===== config.mk =====
export PLATFORM = sky130hd
export DESIGN_NAME = osc_fail_ctrl
export DESIGN_NICKNAME = d
export VERILOG_FILES = /design/src/rtl/osc_fail_pkg.sv /design/src/rtl/osc_stop_det.sv /design/src/rtl/osc_run_timer.sv /design/src/rtl/int_pin_mux.sv /design/src/rtl/osc_fail_ctrl.sv
export SDC_FILE = /design/constraint.sdc
export NUM_CORES = 1
export LEC_CHECK = 0
export BUFFER_PORTS_ARGS = -buffer_cell sky130_fd_sc_hd__buf_2
export CAP_MARGIN = 20
export CORE_AREA = 2 2 72 74
export CTS_BUF_LIST = sky130_fd_sc_hd__clkbuf_4 sky130_fd_sc_hd__clkbuf_8 sky130_fd_sc_hd__clkbuf_16
export DETAILED_ROUTE_END_ITERATION = 12
export DIE_AREA = 0 0 74 76
export GPL_ROUTABILITY_DRIVEN = 0
export GPL_TIMING_DRIVEN = 0
export PLACE_DENSITY_LB_ADDON = 0.08
export SLEW_MARGIN = 0
export SYNTH_ARGS = -nofsm -noshare
export SYNTH_HDL_FRONTEND = slang
export SYNTH_SLANG_ARGS = --single-unit

===== constraint.sdc =====
create_clock -name clk_i -period 2.6 [get_ports clk_i]
set_clock_uncertainty 0.15 [all_clocks]
set_input_delay 0.26 -clock clk_i [delete_from_list [all_inputs] [get_ports clk_i]]
set_output_delay 0.26 -clock clk_i [all_outputs]
set_load 0.005 [all_outputs]

===== src/rtl/osc_fail_pkg.sv =====
package osc_fail_pkg;

  typedef enum logic [1:0] {
    REG_CTRL = 2'd0,
    REG_FLAG = 2'd1,
    REG_TMO  = 2'd2,
    REG_RSVD = 2'd3
  } reg_addr_e;

  typedef struct packed {
    logic out_lvl;
    logic fail_ie;
    logic stop;
  } ctrl_t;

  localparam int CTRL_W = $bits(ctrl_t);
  localparam logic [CTRL_W-1:0] CTRL_RST = 3'b100;

endpackage


===== src/rtl/osc_stop_det.sv =====
module osc_stop_det #(
  parameter int SYNC_STAGES = 2,
  parameter int TMO_W       = 8
) (
  input  logic             clk_i,
  input  logic             rst_ni,
  input  logic             osc_i,
  input  logic [TMO_W-1:0] timeout_i,
  output logic             rise_o,
  output logic             stopped_o
);

  logic [SYNC_STAGES-1:0] sync_q;
  logic                   prev_q;
  logic [TMO_W-1:0]       gap_q;

  for (genvar s = 0; s < SYNC_STAGES; s++) begin : g_sync
    if (s == 0) begin : g_first
      always_ff @(posedge clk_i or negedge rst_ni) begin
        if (!rst_ni) sync_q[s] <= 1'b0;
        else         sync_q[s] <= osc_i;
      end
    end else begin : g_next
      always_ff @(posedge clk_i or negedge rst_ni) begin
        if (!rst_ni) sync_q[s] <= 1'b0;
        else         sync_q[s] <= sync_q[s-1];
      end
    end
  end

  always_ff @(posedge clk_i or negedge rst_ni) begin
    if (!rst_ni) prev_q <= 1'b0;
    else         prev_q <= sync_q[SYNC_STAGES-1];
  end

  assign rise_o = sync_q[SYNC_STAGES-1] & ~prev_q;

  // cycles since last synchronised rising edge, saturating
  always_ff @(posedge clk_i or negedge rst_ni) begin
    if (!rst_ni)             gap_q <= '0;
    else if (rise_o)         gap_q <= '0;
    else if (gap_q != '1)    gap_q <= gap_q + 1'b1;
  end

  assign stopped_o = (gap_q >= timeout_i);

  a_r2_rise_not_stopped: assert property (@(posedge clk_i) disable iff (!rst_ni)
    (rise_o && timeout_i != '0) |=> !stopped_o);

endmodule


===== src/rtl/osc_run_timer.sv =====
module osc_run_timer #(
  parameter int OSC_PER_SEC = 32768,
  parameter int RUN_SECS    = 4
) (
  input  logic clk_i,
  input  logic rst_ni,
  input  logic tick_i,
  input  logic clr_i,
  output logic ok_o
);

  localparam int TW = $clog2(OSC_PER_SEC + 1);
  localparam int SW = $clog2(RUN_SECS + 1);
  localparam logic [TW-1:0] EDGE_LAST = TW'(OSC_PER_SEC - 1);
  localparam logic [SW-1:0] SECS_DONE = SW'(RUN_SECS);

  logic [TW-1:0] edge_q;
  logic [SW-1:0] secs_q;

  always_ff @(posedge clk_i or negedge rst_ni) begin
    if (!rst_ni) begin
      edge_q <= '0;
      secs_q <= '0;
    end else if (clr_i) begin
      edge_q <= '0;
      secs_q <= '0;
    end else if (tick_i && secs_q != SECS_DONE) begin
      if (edge_q == EDGE_LAST) begin
        edge_q <= '0;
        secs_q <= secs_q + 1'b1;
      end else begin
        edge_q <= edge_q + 1'b1;
      end
    end
  end

  assign ok_o = (secs_q == SECS_DONE);

  a_r6_secs_saturate: assert property (@(posedge clk_i) disable iff (!rst_ni)
    secs_q <= SECS_DONE);
  a_r7_clear_restarts: assert property (@(posedge clk_i) disable iff (!rst_ni)
    clr_i |=> !ok_o);
  a_r6_ok_holds: assert property (@(posedge clk_i) disable iff (!rst_ni)
    (ok_o && !clr_i) |=> ok_o);

endmodule


===== src/rtl/int_pin_mux.sv =====
module int_pin_mux (
  input  logic clk_i,
  input  logic rst_ni,
  input  logic fail_ie_i,
  input  logic fail_flag_i,
  input  logic alarm_en_i,
  input  logic alarm_int_i,
  input  logic wdog_en_i,
  input  logic wdog_int_i,
  input  logic out_lvl_i,
  output logic oe_o
);

  logic irq_mode;
  logic irq_pend;

  assign irq_mode = fail_ie_i | alarm_en_i | wdog_en_i;
  assign irq_pend = (fail_ie_i & fail_flag_i)
                  | (alarm_en_i & alarm_int_i)
                  | (wdog_en_i & wdog_int_i);
  // open drain: only a pull-low enable leaves the block
  assign oe_o = irq_mode ? irq_pend : ~out_lvl_i;

  a_r9_fail_pulls_low: assert property (@(posedge clk_i) disable iff (!rst_ni)
    (fail_ie_i && fail_flag_i) |-> oe_o);
  a_r11_out_release: assert property (@(posedge clk_i) disable iff (!rst_ni)
    (!fail_ie_i && !alarm_en_i && !wdog_en_i && out_lvl_i) |-> !oe_o);
  a_r9_none_pending: assert property (@(posedge clk_i) disable iff (!rst_ni)
    (fail_ie_i && !fail_flag_i && !(alarm_en_i && alarm_int_i)
     && !(wdog_en_i && wdog_int_i)) |-> !oe_o);

endmodule


===== src/rtl/osc_fail_ctrl.sv =====
module osc_fail_ctrl
  import osc_fail_pkg::*;
#(
  parameter int DATA_W      = 8,
  parameter int TMO_W       = 8,
  parameter int TMO_RST     = 4,
  parameter int SYNC_STAGES = 2,
  parameter int OSC_PER_SEC = 32768,
  parameter int RUN_SECS    = 4
) (
  input  logic              clk_i,
  input  logic              rst_ni,
  input  logic              osc_i,
  input  logic              low_supply_i,
  input  logic              wr_en_i,
  input  logic              rd_en_i,
  input  logic [1:0]        addr_i,
  input  logic [DATA_W-1:0] wdata_i,
  output logic [DATA_W-1:0] rdata_o,
  input  logic              alarm_en_i,
  input  logic              alarm_int_i,
  input  logic              wdog_en_i,
  input  logic              wdog_int_i,
  output logic              osc_halt_o,
  output logic              int_oe_o
);

  ctrl_t             ctrl_q;
  logic              flag_q;
  logic [TMO_W-1:0]  tmo_q;
  logic [DATA_W-1:0] rdata_q;
  logic              osc_rise;
  logic              osc_stopped;
  logic              run_ok;
  logic              wr_ctrl, wr_flag, wr_tmo;
  logic              set_evt, clr_req;

  assign wr_ctrl = wr_en_i && (reg_addr_e'(addr_i) == REG_CTRL);
  assign wr_flag = wr_en_i && (reg_addr_e'(addr_i) == REG_FLAG);
  assign wr_tmo  = wr_en_i && (reg_addr_e'(addr_i) == REG_TMO);

  osc_stop_det #(
    .SYNC_STAGES(SYNC_STAGES),
    .TMO_W      (TMO_W)
  ) u_det (
    .clk_i    (clk_i),
    .rst_ni   (rst_ni),
    .osc_i    (osc_i),
    .timeout_i(tmo_q),
    .rise_o   (osc_rise),
    .stopped_o(osc_stopped)
  );

  osc_run_timer #(
    .OSC_PER_SEC(OSC_PER_SEC),
    .RUN_SECS   (RUN_SECS)
  ) u_run (
    .clk_i (clk_i),
    .rst_ni(rst_ni),
    .tick_i(osc_rise),
    .clr_i (osc_stopped | ctrl_q.stop),
    .ok_o  (run_ok)
  );

  int_pin_mux u_pin (
    .clk_i      (clk_i),
    .rst_ni     (rst_ni),
    .fail_ie_i  (ctrl_q.fail_ie),
    .fail_flag_i(flag_q),
    .alarm_en_i (alarm_en_i),
    .alarm_int_i(alarm_int_i),
    .wdog_en_i  (wdog_en_i),
    .wdog_int_i (wdog_int_i),
    .out_lvl_i  (ctrl_q.out_lvl),
    .oe_o       (int_oe_o)
  );

  always_ff @(posedge clk_i or negedge rst_ni) begin
    if (!rst_ni)      ctrl_q <= ctrl_t'(CTRL_RST);
    else if (wr_ctrl) ctrl_q <= ctrl_t'(wdata_i[CTRL_W-1:0]);
  end

  always_ff @(posedge clk_i or negedge rst_ni) begin
    if (!rst_ni)     tmo_q <= TMO_W'(TMO_RST);
    else if (wr_tmo) tmo_q <= wdata_i[TMO_W-1:0];
  end

  assign set_evt = osc_stopped | low_supply_i | ctrl_q.stop | (wr_ctrl & wdata_i[0]);
  assign clr_req = wr_flag & ~wdata_i[0];

  // set beats clear; clear needs a full run window
  always_ff @(posedge clk_i or negedge rst_ni) begin
    if (!rst_ni)                flag_q <= 1'b1;
    else if (set_evt)           flag_q <= 1'b1;
    else if (clr_req && run_ok) flag_q <= 1'b0;
  end

  always_ff @(posedge clk_i or negedge rst_ni) begin
    if (!rst_ni) rdata_q <= '0;
    else if (rd_en_i) begin
      unique case (reg_addr_e'(addr_i))
        REG_CTRL: rdata_q <= DATA_W'(ctrl_q);
        REG_FLAG: rdata_q <= DATA_W'(flag_q);
        REG_TMO:  rdata_q <= DATA_W'(tmo_q);
        default:  rdata_q <= '0;
      endcase
    end
  end

  assign rdata_o    = rdata_q;
  assign osc_halt_o = ctrl_q.stop;

  a_r2_stopped_sets: assert property (@(posedge clk_i) disable iff (!rst_ni)
    osc_stopped |=> flag_q);
  a_r3_low_supply_sets: assert property (@(posedge clk_i) disable iff (!rst_ni)
    low_supply_i |=> flag_q);
  a_r4_stop_bit_sets: assert property (@(posedge clk_i) disable iff (!rst_ni)
    ctrl_q.stop |=> flag_q);
  a_r5_only_write_clears: assert property (@(posedge clk_i) disable iff (!rst_ni)
    (flag_q && !clr_req) |=> flag_q);
  a_r6_early_clear_refused: assert property (@(posedge clk_i) disable iff (!rst_ni)
    (flag_q && !run_ok) |=> flag_q);
  a_r10_read_keeps_flag: assert property (@(posedge clk_i) disable iff (!rst_ni)
    (rd_en_i && !wr_en_i && !set_evt) |=> $stable(flag_q));

endmodule


; ---- After elaboration in Yosys (flattened, before gate mapping)
; Index checks and enable logic that the tools add are counted.
[totals]
regBits = 50
in_bits = 20
out_inout_bits = 10
word_cells = 62
[classes]
add_sub_neg = 3
n_lt_le_gt_ge = 1
eq_ne = 6
mux = 12
bitwise = 17
reduce_logical = 11
[ops]
columns = op, n
row1 = $mux 16, 3
row2 = $pmux 8 s3, 1
row3 = $add 16x1->16 const B, 1
row4 = $eq 16x15->1 const B, 1
row5 = $mux 8, 2
row6 = $mux 3, 3
row7 = $add 8x1->8 const B, 1
row8 = $ge 8x8->1, 1
row9 = $ne 8x8->1 const B, 1
row10 = $or 1x1->1, 8
row11 = $reduce_bool 2->1, 4
row12 = $and 1x1->1, 6
row13 = $logic_and 1x1->1, 5
row14 = $add 3x1->3 const B, 1
row15 = $eq 3x3->1 const B, 1
row16 = $mux 1, 3
row17 = $ne 3x3->1 const B, 1
row18 = $not 1->1, 3
row19 = $eq 2x1->1 const B, 1
row20 = $eq 2x2->1 const B, 1
row21 = $logic_not 2->1, 1
row22 = $reduce_and 2->1, 1

; ---- Longest topological paths before layout
; Gate-level depths: netlist of the first run.
[depth]
ltp_word = 6
ltp_mapped = 9

; ---- Modules after synthesis
; From an unflattened synthesis of the first run, not the netlist that was laid out.
[hier_totals]
hier_cells = 257
hier_area_um2 = 2708.8
[by_module_without_submodules]
columns = module, instances, cells_per_inst, area_per_inst_um2, seq_area_each_um2
row1 = osc_run_timer, 1, 118, 1119.8, 475.5
row2 = osc_fail_ctrl, 1, 69, 894.6, 504.2
row3 = osc_stop_det, 1, 66, 670.6, 275.3
row4 = int_pin_mux, 1, 4, 23.8, 0.0

; ---- Worst setup path before layout of the first run
; No wires, ideal clock.
[synth_timing]
path_kind = register -> register
startpoint = reg u_det.gap_q[0]
endpoint = reg u_run.edge_q[4]
setup_ns = 0.119
t_arrival_ns = 1.994
t_required_ns = 2.331
setup_slack_ns = 0.338
path_stages_with_launch = 10
path_buffers = 1
synth_period_minus_slack_ns = 2.262
path_cell_list = dfrtp_1 > inv_1 > ha_1 > nand2b_1 > a2111oi_1 > o2111ai_1 > buf_2 > and4_1 > xnor2_1 > nor2_1
[synth_via]
elab_chain_len = 3
elab_cells_between_ends = 4
cone_classes = order compare (1) / mux (1) / bitwise (1) / reduce/logical (1)
[synth_lines]
columns = item, line_no
row1 = start: declaration, osc_stop_det.sv:15  ; logic [TMO_W-1:0] gap_q;
row2 = start signal: assignment, osc_stop_det.sv:42  ; else if (gap_q != '1) gap_q <= gap_q + 1'b1;
row3 = $ge 8x8->1 *, osc_stop_det.sv:45  ; assign stopped_o = (gap_q >= timeout_i);
row4 = $or 1x1->1 *, osc_fail_ctrl.sv:61  ; .clr_i (osc_stopped | ctrl_q.stop),
row5 = $mux 16 or $reduce_bool 2->1 (tied branches), -
row6 = end signal: assignment, osc_run_timer.sv:32  ; edge_q <= edge_q + 1'b1;
row7 = end: declaration, osc_run_timer.sv:17  ; logic [TW-1:0] edge_q;
; Mark *: on every way between the ends. The rest lies on a longest branch, timed or not.
; A chain may end at the register's enable or synchronous reset.

; ---- Worst setup path in the final report of the first run
[layout_timing]
startpoint = reg tmo_q[6]
endpoint = reg u_run.edge_q[4]
[layout_via]
elab_chain_len = 3
elab_cells_between_ends = 4
cone_classes = order compare (1) / mux (1) / bitwise (1) / reduce/logical (1)
[layout_lines]
columns = item, line_no
row1 = start: declaration, osc_fail_ctrl.sv:30  ; logic [TMO_W-1:0] tmo_q;
row2 = start signal: assignment, osc_fail_ctrl.sv:84  ; if (!rst_ni) tmo_q <= TMO_W'(TMO_RST);
row3 = start signal: assignment, osc_fail_ctrl.sv:85  ; else if (wr_tmo) tmo_q <= wdata_i[TMO_W-1:0];
row4 = $ge 8x8->1 *, osc_stop_det.sv:45
row5 = $or 1x1->1 *, osc_fail_ctrl.sv:61
row6 = $mux 16 or $reduce_bool 2->1 (tied branches), -
; Marks and branches as above.

==> impl_metrics.json, run 1 <==
{
  "power_switching_w": 0.0005818,
  "tightestPinTransition_ps": 455.7,
  "path_buf_inv": 2,
  "final-hold-violation-count": 0,
  "critPathMaxFanout": 10,
  "grt_start_max_net_pins": 51,
  "startpoint_type": "flip-flop",
  "port_buffers": 28,
  "antenna_cells": 0,
  "syn_nets": 281,
  "cts_setup_buffers": 0,
  "power.density_nw_per_um2": 630.2,
  "clock-sinks": 50,
  "ant_nets": 0,
  "grt_pass1_vias": 1784,
  "clock.fmax_ghz": 0.4049,
  "wl_per_cell_um": 13.46,
  "leakagePower_nw": 1.440,
  "p_seq_share_pct": 50.2,
  "num_vias": 1870,
  "dp_slack_ps": -122.6,
  "yosysSeqAreaShare_pct": 48.41,
  "design.die.area_um2": 5624,
  "synth_top_area_cell": "dfrtp_1",
  "cp.required_ps": 2650,
  "synth_area_um2": 2592,
  "start_util_pct": 52.78,
  "irDropWorstVdd_v": 0.0004363,
  "cts_root_buf": "clkbuf_8",
  "holdWs_ps": 27.50,
  "path_class": "reg -> reg",
  "p_sw_share_pct": 30.77,
  "whs_endpoint": "flag_q$_DFFE_PN1P_",
  "r2r_setup_slack_ps": 130,
  "synth_cells": 249,
  "ys_ff_latch": 50,
  "slowest_stage": "a211oi_4",
  "ys_warn_count": 0,
  "track_usage_pct": 18.07,
  "ys_types": 50,
  "synthTopCellsByArea": "dfrtp_1, ha_1, mux2_2",
  "fin_util_pct": 61.08,
  "setup_tns_ps": 0,
  "status": "completed",
  "avgSynthCellArea_um2": 10.41,
  "comb_power_share_pct": 24.8,
  "maxSlewViolCount": 0,
  "r2r_start": "tmo_q[6]$_DFFE_PN0P_",
  "core_um2": 4912,
  "die_w_um": 74,
  "reg2reg_to": "u_run.edge_q[4]$_DFFE_PN0P_",
  "grt_pass1_wl_um": 8128,
  "async_flop_share_pct": 100.0,
  "clk_latency_ps": 300,
  "viasPerCell": 5.223,
  "layout_min_cycle_time_ps": 2470,
  "syn_to_final_growth_pct": 15.73,
  "cts.path.max_buffers": 2,
  "overflow": 0,
  "layout-drive-gt1-share_pct": 23.61,
  "critPathCaptureType": "flip-flop",
  "cp.arrival_ps": 2520,
  "path_delay_family": "compound AO/OA/AOI/OAI gates",
  "wl_um": 4819,
  "cp_cell_sequence": "inv_1 > ha_1 > a21o_1 > a211oi_4 > o2111ai_2 > buf_4 > and4_1 > xnor2_1 > nor2_1",
  "min_from": "low_supply_i",
  "drv_cap": 0,
  "post-route-drc-count": 0,
  "reg2reg_depth": 9,
  "clockPowerShare_pct": 25.0,
  "hold_path_depth": 3,
  "setup_viol": 0,
  "ys.flop_type": "dfrtp_1",
  "fin_ws_ps": 130.2,
  "hp-class": "in -> reg",
  "p_int_w": 0.001309,
  "die_h_um": 76,
  "slew-limit-headroom_pct": 69.54,
  "row_count": 26,
  "period_share_pct": 94.99,
  "seq_area_um2": 1255,
  "multi_input_area_um2": 1255,
  "critPathMaxStageDelay_ps": 430,
  "cts_max_level": 2,
  "dr.pass1.iters": 4,
  "path_clk_slew_ps": 90,
  "yosys.area.top_type_share_pct": 45.37,
  "nets": 319,
  "cts_buffers": 5,
  "dp.cells": 347,
  "cts_tree": "yes",
  "drt_iter0_drc": 121,
  "num-fill-cells": 426,
  "synth-edff-count": 0,
  "io_pins": 30,
  "stdcell_count": 358,
  "antenna_found_initial": 0,
  "hpwl_um": 3450
}
[worst min-delay path: stages]
cell      delay (ps)
buf_2             80
a21oi_1           30
nand3b_1          70
[stage by stage]
step	total power, W	cell area [um^2]
final	0.001891	3000
after global placement	0.001361	2820
after detailed placement	0.001370	2820
after floorplan	0.001228	2592
after global routing	0.002006	3000
after CTS	0.001860	2934
[sequential cells by signal, indices dropped and copies added (netlist names)]
name / cells
u_det.gap_q: 8
tmo_q: 8
rdata_o: 8
flag_q: 1
osc_halt_o: 1
u_run.secs_q: 3
ctrl_q: 2
u_det.prev_q: 1
u_run.edge_q: 16
u_det.sync_q: 2
[power by group through the flow]
stage | registers [W] | clock network [W] | logic, W
floorplan | 0.000945 | 0 | 0.000283
global placement | 0.000962 | 0 | 0.000399
detailed placement | 0.000964 | 0 | 0.000405
CTS | 0.000949 | 0.000486 | 0.000426
global route | 0.000963 | 0.000512 | 0.000530
finish | 0.000950 | 0.000472 | 0.000469
[Yosys cell counts, drive strengths merged, types with 5 or more instances]
cell type	number
a21oi	7
a31oi	7
and3	7
dfrtp	47
ha	12
inv	22
mux2	11
mux2i	6
nand2	22
nand3	7
nand4	6
nor2	27
o21ai	5
o22ai	7
xnor2	8
xor2	9
[worst max path at each step]
stage | start | endpoint | slack (ps) | cells after the start
after floorplan | u_det.gap_q[0]$_DFFE_PN0P_ | u_run.edge_q[4]$_DFFE_PN0P_ | 340 | 9
after global placement | tmo_q[2]$_DFFE_PN1P_ | u_run.edge_q[15]$_DFFE_PN0P_ | -120 | 9
after detailed placement | tmo_q[2]$_DFFE_PN1P_ | u_run.edge_q[15]$_DFFE_PN0P_ | -120 | 9
after CTS | tmo_q[6]$_DFFE_PN0P_ | u_run.edge_q[4]$_DFFE_PN0P_ | 40 | 9
after global routing | tmo_q[6]$_DFFE_PN0P_ | u_run.edge_q[4]$_DFFE_PN0P_ | -20 | 9
final | tmo_q[6]$_DFFE_PN0P_ | u_run.edge_q[4]$_DFFE_PN0P_ | 130 | 9
[kinds of logic (layout without fill, tap and decap cells)]
kind of cell / Yosys count / count (layout) / share of synthesized area (%)
adders and majority gates: 12 / 12 / 5.791
AOI/OAI and AO/OA: 36 / 36 / 9.363
xor gates and xnor gates: 17 / 17 / 5.744
and+or+nand+nor: 89 / 89 / 18.77
muxes: 17 / 17 / 7.095
DFF: 50 / 50 / 48.41
buffers and inverters: 28 / 67 / 4.826
[placed cells by master (no fill, tap or decap), types with 2 or more instances in the layout]
cell type | netlist | routed
a21oi_1 | 7 | 6
a31oi_1 | 6 | 6
and3_1 | 7 | 7
and4_1 | 3 | 3
buf_2 | 1 | 28
buf_4 | 1 | 2
buf_6 | 2 | 2
clkbuf_1 | 2 | 2
clkbuf_8 | 0 | 6
dfrtp_1 | 47 | 47
dfstp_2 | 3 | 3
dlygate4sd3_1 | 0 | 2
ha_1 | 12 | 12
inv_1 | 22 | 22
mux2_2 | 11 | 11
mux2i_1 | 6 | 6
nand2_1 | 21 | 21
nand2b_1 | 2 | 2
nand3_1 | 7 | 7
nand3b_1 | 2 | 2
nand4_1 | 5 | 5
nor2_1 | 25 | 25
nor3_1 | 3 | 3
o21ai_0 | 5 | 5
o22ai_1 | 7 | 7
xnor2_1 | 8 | 8
xor2_1 | 9 | 9
[area by class of cell]
cell class / count / area share [%]
clock buffers: 7 / 3.002
clock inverters: 1 / 0.1668
plain buffers: 6 / 1.501
well taps: 70 / 2.919
inverters: 22 / 2.752
flip-flops and latches: 50 / 41.83
repair buffers: 31 / 6.005
multi-input cells: 171 / 41.83
[timing repair]
item / in CTS / in global routing
setup endpoints to repair: 10 / 11
resized for setup: 2 / 6
pin swaps: 0 / 1
hold buffers: 1 / 1
hold endpoints to repair: 1 / 13
[routing by layer]
layer,part of all wire [%],global-route usage (%)
met4,1.6,5.273
met1,50,25.61
met2,46,27.77
met3,2.5,3.836
met5,0,0
No activity file was read; power rests on OpenSTA's default activity.
==> inputs of run 2 (changes only) <==
--- a/config.mk
+++ b/config.mk
@@ -7,14 +7,15 @@
 export LEC_CHECK = 0
 export BUFFER_PORTS_ARGS = -buffer_cell sky130_fd_sc_hd__buf_2
 export CAP_MARGIN = 20
-export CORE_AREA = 2 2 72 74
+export CORE_AREA = 2 2 74 76
 export CTS_BUF_LIST = sky130_fd_sc_hd__clkbuf_4 sky130_fd_sc_hd__clkbuf_8 sky130_fd_sc_hd__clkbuf_16
 export DETAILED_ROUTE_END_ITERATION = 12
-export DIE_AREA = 0 0 74 76
+export DIE_AREA = 0 0 76 78
 export GPL_ROUTABILITY_DRIVEN = 0
 export GPL_TIMING_DRIVEN = 0
 export PLACE_DENSITY_LB_ADDON = 0.08
 export SLEW_MARGIN = 0
 export SYNTH_ARGS = -nofsm -noshare
 export SYNTH_HDL_FRONTEND = slang
+export SYNTH_HIERARCHICAL = 1
 export SYNTH_SLANG_ARGS = --single-unit
==> impl_metrics.json, run 2 <==
{
  "status": "completed",
  "leakagePower_nw": 1.521,
  "cts_root_buf": "clkbuf_8",
  "reg2reg_to": "u_run/edge_q[0]$_DFFE_PN0P_",
  "port_buffers": 28,
  "critPathCaptureType": "flip-flop",
  "avgSynthCellArea_um2": 10.54,
  "antenna_found_initial": 0,
  "path_clk_slew_ps": 80,
  "io_pins": 30,
  "cp.arrival_ps": 2580,
  "synth-edff-count": 0,
  "cts.path.max_buffers": 2,
  "design.die.area_um2": 5928,
  "whs_endpoint": "flag_q$_DFFE_PN1P_",
  "viasPerCell": 5.536,
  "track_usage_pct": 19.95,
  "cp_cell_sequence": "ha_1 > nand2b_4 > a211oi_2 > o21ai_1 > a41o_1 > or2_4 > buf_4 > nor2_2 > nor3_2 > mux2_2",
  "row_count": 26,
  "power.density_nw_per_um2": 588.3,
  "reg2reg_depth": 10,
  "cts_tree": "yes",
  "drt_iter0_drc": 119,
  "grt_pass1_vias": 2124,
  "largest_reg_flops": 16,
  "num_vias": 2076,
  "drv_cap": 0,
  "syn_to_final_growth_pct": 18.11,
  "clock.fmax_ghz": 0.3933,
  "die_w_um": 76,
  "hp-class": "in -> reg",
  "grt_start_max_net_pins": 31,
  "start_util_pct": 53.72,
  "postLayoutCellArea_um2": 3199,
  "fin_ws_ps": 57.70,
  "synthTopCellsByArea": "dfrtp_1, ha_1, mux2_4",
  "slowest_stage": "dfrtp_1",
  "ant_nets": 0,
  "dpl_cell_area_um2": 2957,
  "ys_ff_latch": 50,
  "dr.pass1.iters": 4,
  "clk_latency_ps": 300,
  "netlist_top_cells_count": "dfrtp_1, inv_1, nand2_1, nor2_1",
  "irDropWorstVdd_v": 0.0003577,
  "grt_pass1_wl_um": 9501,
  "layout-drive-gt1-share_pct": 28.52,
  "ys_types": 60,
  "period_share_pct": 97.78,
  "ys.flop_type": "dfrtp_1",
  "async_flop_share_pct": 100.0,
  "yosys.area.top_type_share_pct": 43.42,
  "layout_min_cycle_time_ps": 2542,
  "yosysMostFrequentCell": "dfrtp_1",
  "clock-sinks": 50,
  "post-route-drc-count": 0,
  "nets": 336,
  "path_buf_inv": 1,
  "slew-limit-headroom_pct": 49.01,
  "path_delay_family": "simple AND/OR/NAND/NOR gates",
  "cts_max_level": 2,
  "cts_buffers": 5,
  "critPathMaxStageDelay_ps": 390,
  "critPathMaxFanout": 6,
  "tightestPinTransition_ps": 758.5,
  "hold_path_depth": 3,
  "path_class": "reg -> reg",
  "core_um2": 5042,
  "dp_slack_ps": -349.8,
  "cp.required_ps": 2640,
  "r2r_start": "tmo_q[0]$_DFFE_PN0P_",
  "rsz0062_at_grt": "yes",
  "min_from": "low_supply_i",
  "syn_nets": 289,
  "holdWs_ps": 18.15,
  "largest_register": "u_run/edge_q",
  "wl_um": 5427,
  "startpoint_type": "flip-flop",
  "final-hold-violation-count": 0,
  "die_h_um": 78,
  "maxSlewViolCount": 0,
  "yosysSeqAreaShare_pct": 46.33,
  "overflow": 0,
  "hpwl_um": 3867,
  "ys_warn_count": 6,
  "synth_top_area_cell": "dfrtp_1",
  "num-fill-cells": 445,
  "final_cell_mix": "dfrtp_1, buf_2, inv_1, nand2_1, nor2_1",
  "antenna_cells": 0,
  "wl_per_cell_um": 14.47,
  "r2r_setup_slack_ps": 60,
  "setup_viol": 0,
  "synth_cells": 257,
  "synth_area_um2": 2709,
  "layout_commonest_cell": "dfrtp_1"
}
[run 2: cell types whose count changed after synthesis, sizes merged, moves of 4 or more]
cell,change
nand2,-5
nor2,-13
or3,+4
o211ai,+4
xor2,-5
o21ai,+8
xnor2,-7
or2,+5
[run 2: routing by layer]
metal	part of all wire [%]	vias to the layer above	routed length [um]	GRT usage, %
li1	-	1028	-	-
met1	44	1009	2370	24.49
met2	52	32	2827	35.36
met3	2.5	7	135	2.907
met4	1.7	0	94	8.364
met5	0	-	0	0
[run 2: worst max path at each step]
| stage | to | start | cells past startpoint | slack (ps) |
|---|---|---|---|---|
| 2_1_floorplan | u_run/edge_q[12]$_DFFE_PN0P_ | u_det/gap_q[0]$_DFFE_PN0P_ | 11 | 50 |
| 3_3_place_gp | u_run/edge_q[12]$_DFFE_PN0P_ | u_det/gap_q[0]$_DFFE_PN0P_ | 11 | -350 |
| 3_5_place_dp | u_run/edge_q[12]$_DFFE_PN0P_ | u_det/gap_q[0]$_DFFE_PN0P_ | 11 | -350 |
| 4_1_cts | u_run/edge_q[0]$_DFFE_PN0P_ | u_det/gap_q[0]$_DFFE_PN0P_ | 11 | -6 |
| 5_1_grt | u_run/edge_q[11]$_DFFE_PN0P_ | tmo_q[0]$_DFFE_PN0P_ | 10 | -90 |
| 6_report | u_run/edge_q[0]$_DFFE_PN0P_ | tmo_q[0]$_DFFE_PN0P_ | 10 | 60 |
[run 2: through the flow]
stage	utilization [%]	setup TNS, ps	instances	power, W
global placement	58.24	-2988	355	0.001313
finish	63.45	0	375	0.001882
CTS	62.08	-6.213	373	0.001843
detailed placement	58.64	-3164	356	0.001331
global route	63.45	-336.1	375	0.002001
floorplan	-	0	257	0.001199
[run 2: cell type report]
type                       count  area [um^2]  area share (%)
tap                           70        87.58           2.738
inverter                      23        86.33           2.698
timing repair buffer          41        259.0           8.095
sequential                    50         1256           39.26
multi-input combinational    177         1376           43.02
clock buffer                   8        91.34           2.855
buffer                         6        42.54           1.330
[run 2: worst reg2reg max path: stages (launching register included)]
cell and delay, ps:
dfrtp_1 390, ha_1 290, nand2b_4 140, a211oi_2 230
o21ai_1 80, a41o_1 210, or2_4 280, buf_4 160
nor2_2 130, nor3_2 80, mux2_2 290
[run 2: repair_timing]
action	4_1_cts	5_1_grt
pin swaps	8	3
resized for setup	3	12
setup endpoints to repair	19	9
hold buffers	2	0
cloned	0	0
endpoints found under the hold margin	20	0
buffers inserted	9	2
[run 2: kinds of logic after synthesis]
logic type | Yosys count | synth area share, %
AO/OA/AOI/OAI | 55 | 14.32
XOR/XNOR | 5 | 1.617
adder cells (fa/ha/maj) | 12 | 5.543
buffers and inverters | 30 | 4.942
flip-flops | 50 | 46.33
multiplexers | 19 | 8.684
AND/OR/NAND/NOR | 86 | 18.57
[run 2: where the power goes]
part           leakage [nW]  total [W]  internal, W  switching, W
clock                0.0498   0.000467     0.000223      0.000244
combinational         0.825   0.000458     0.000241      0.000217
sequential            0.647   0.000957     0.000864     0.0000929
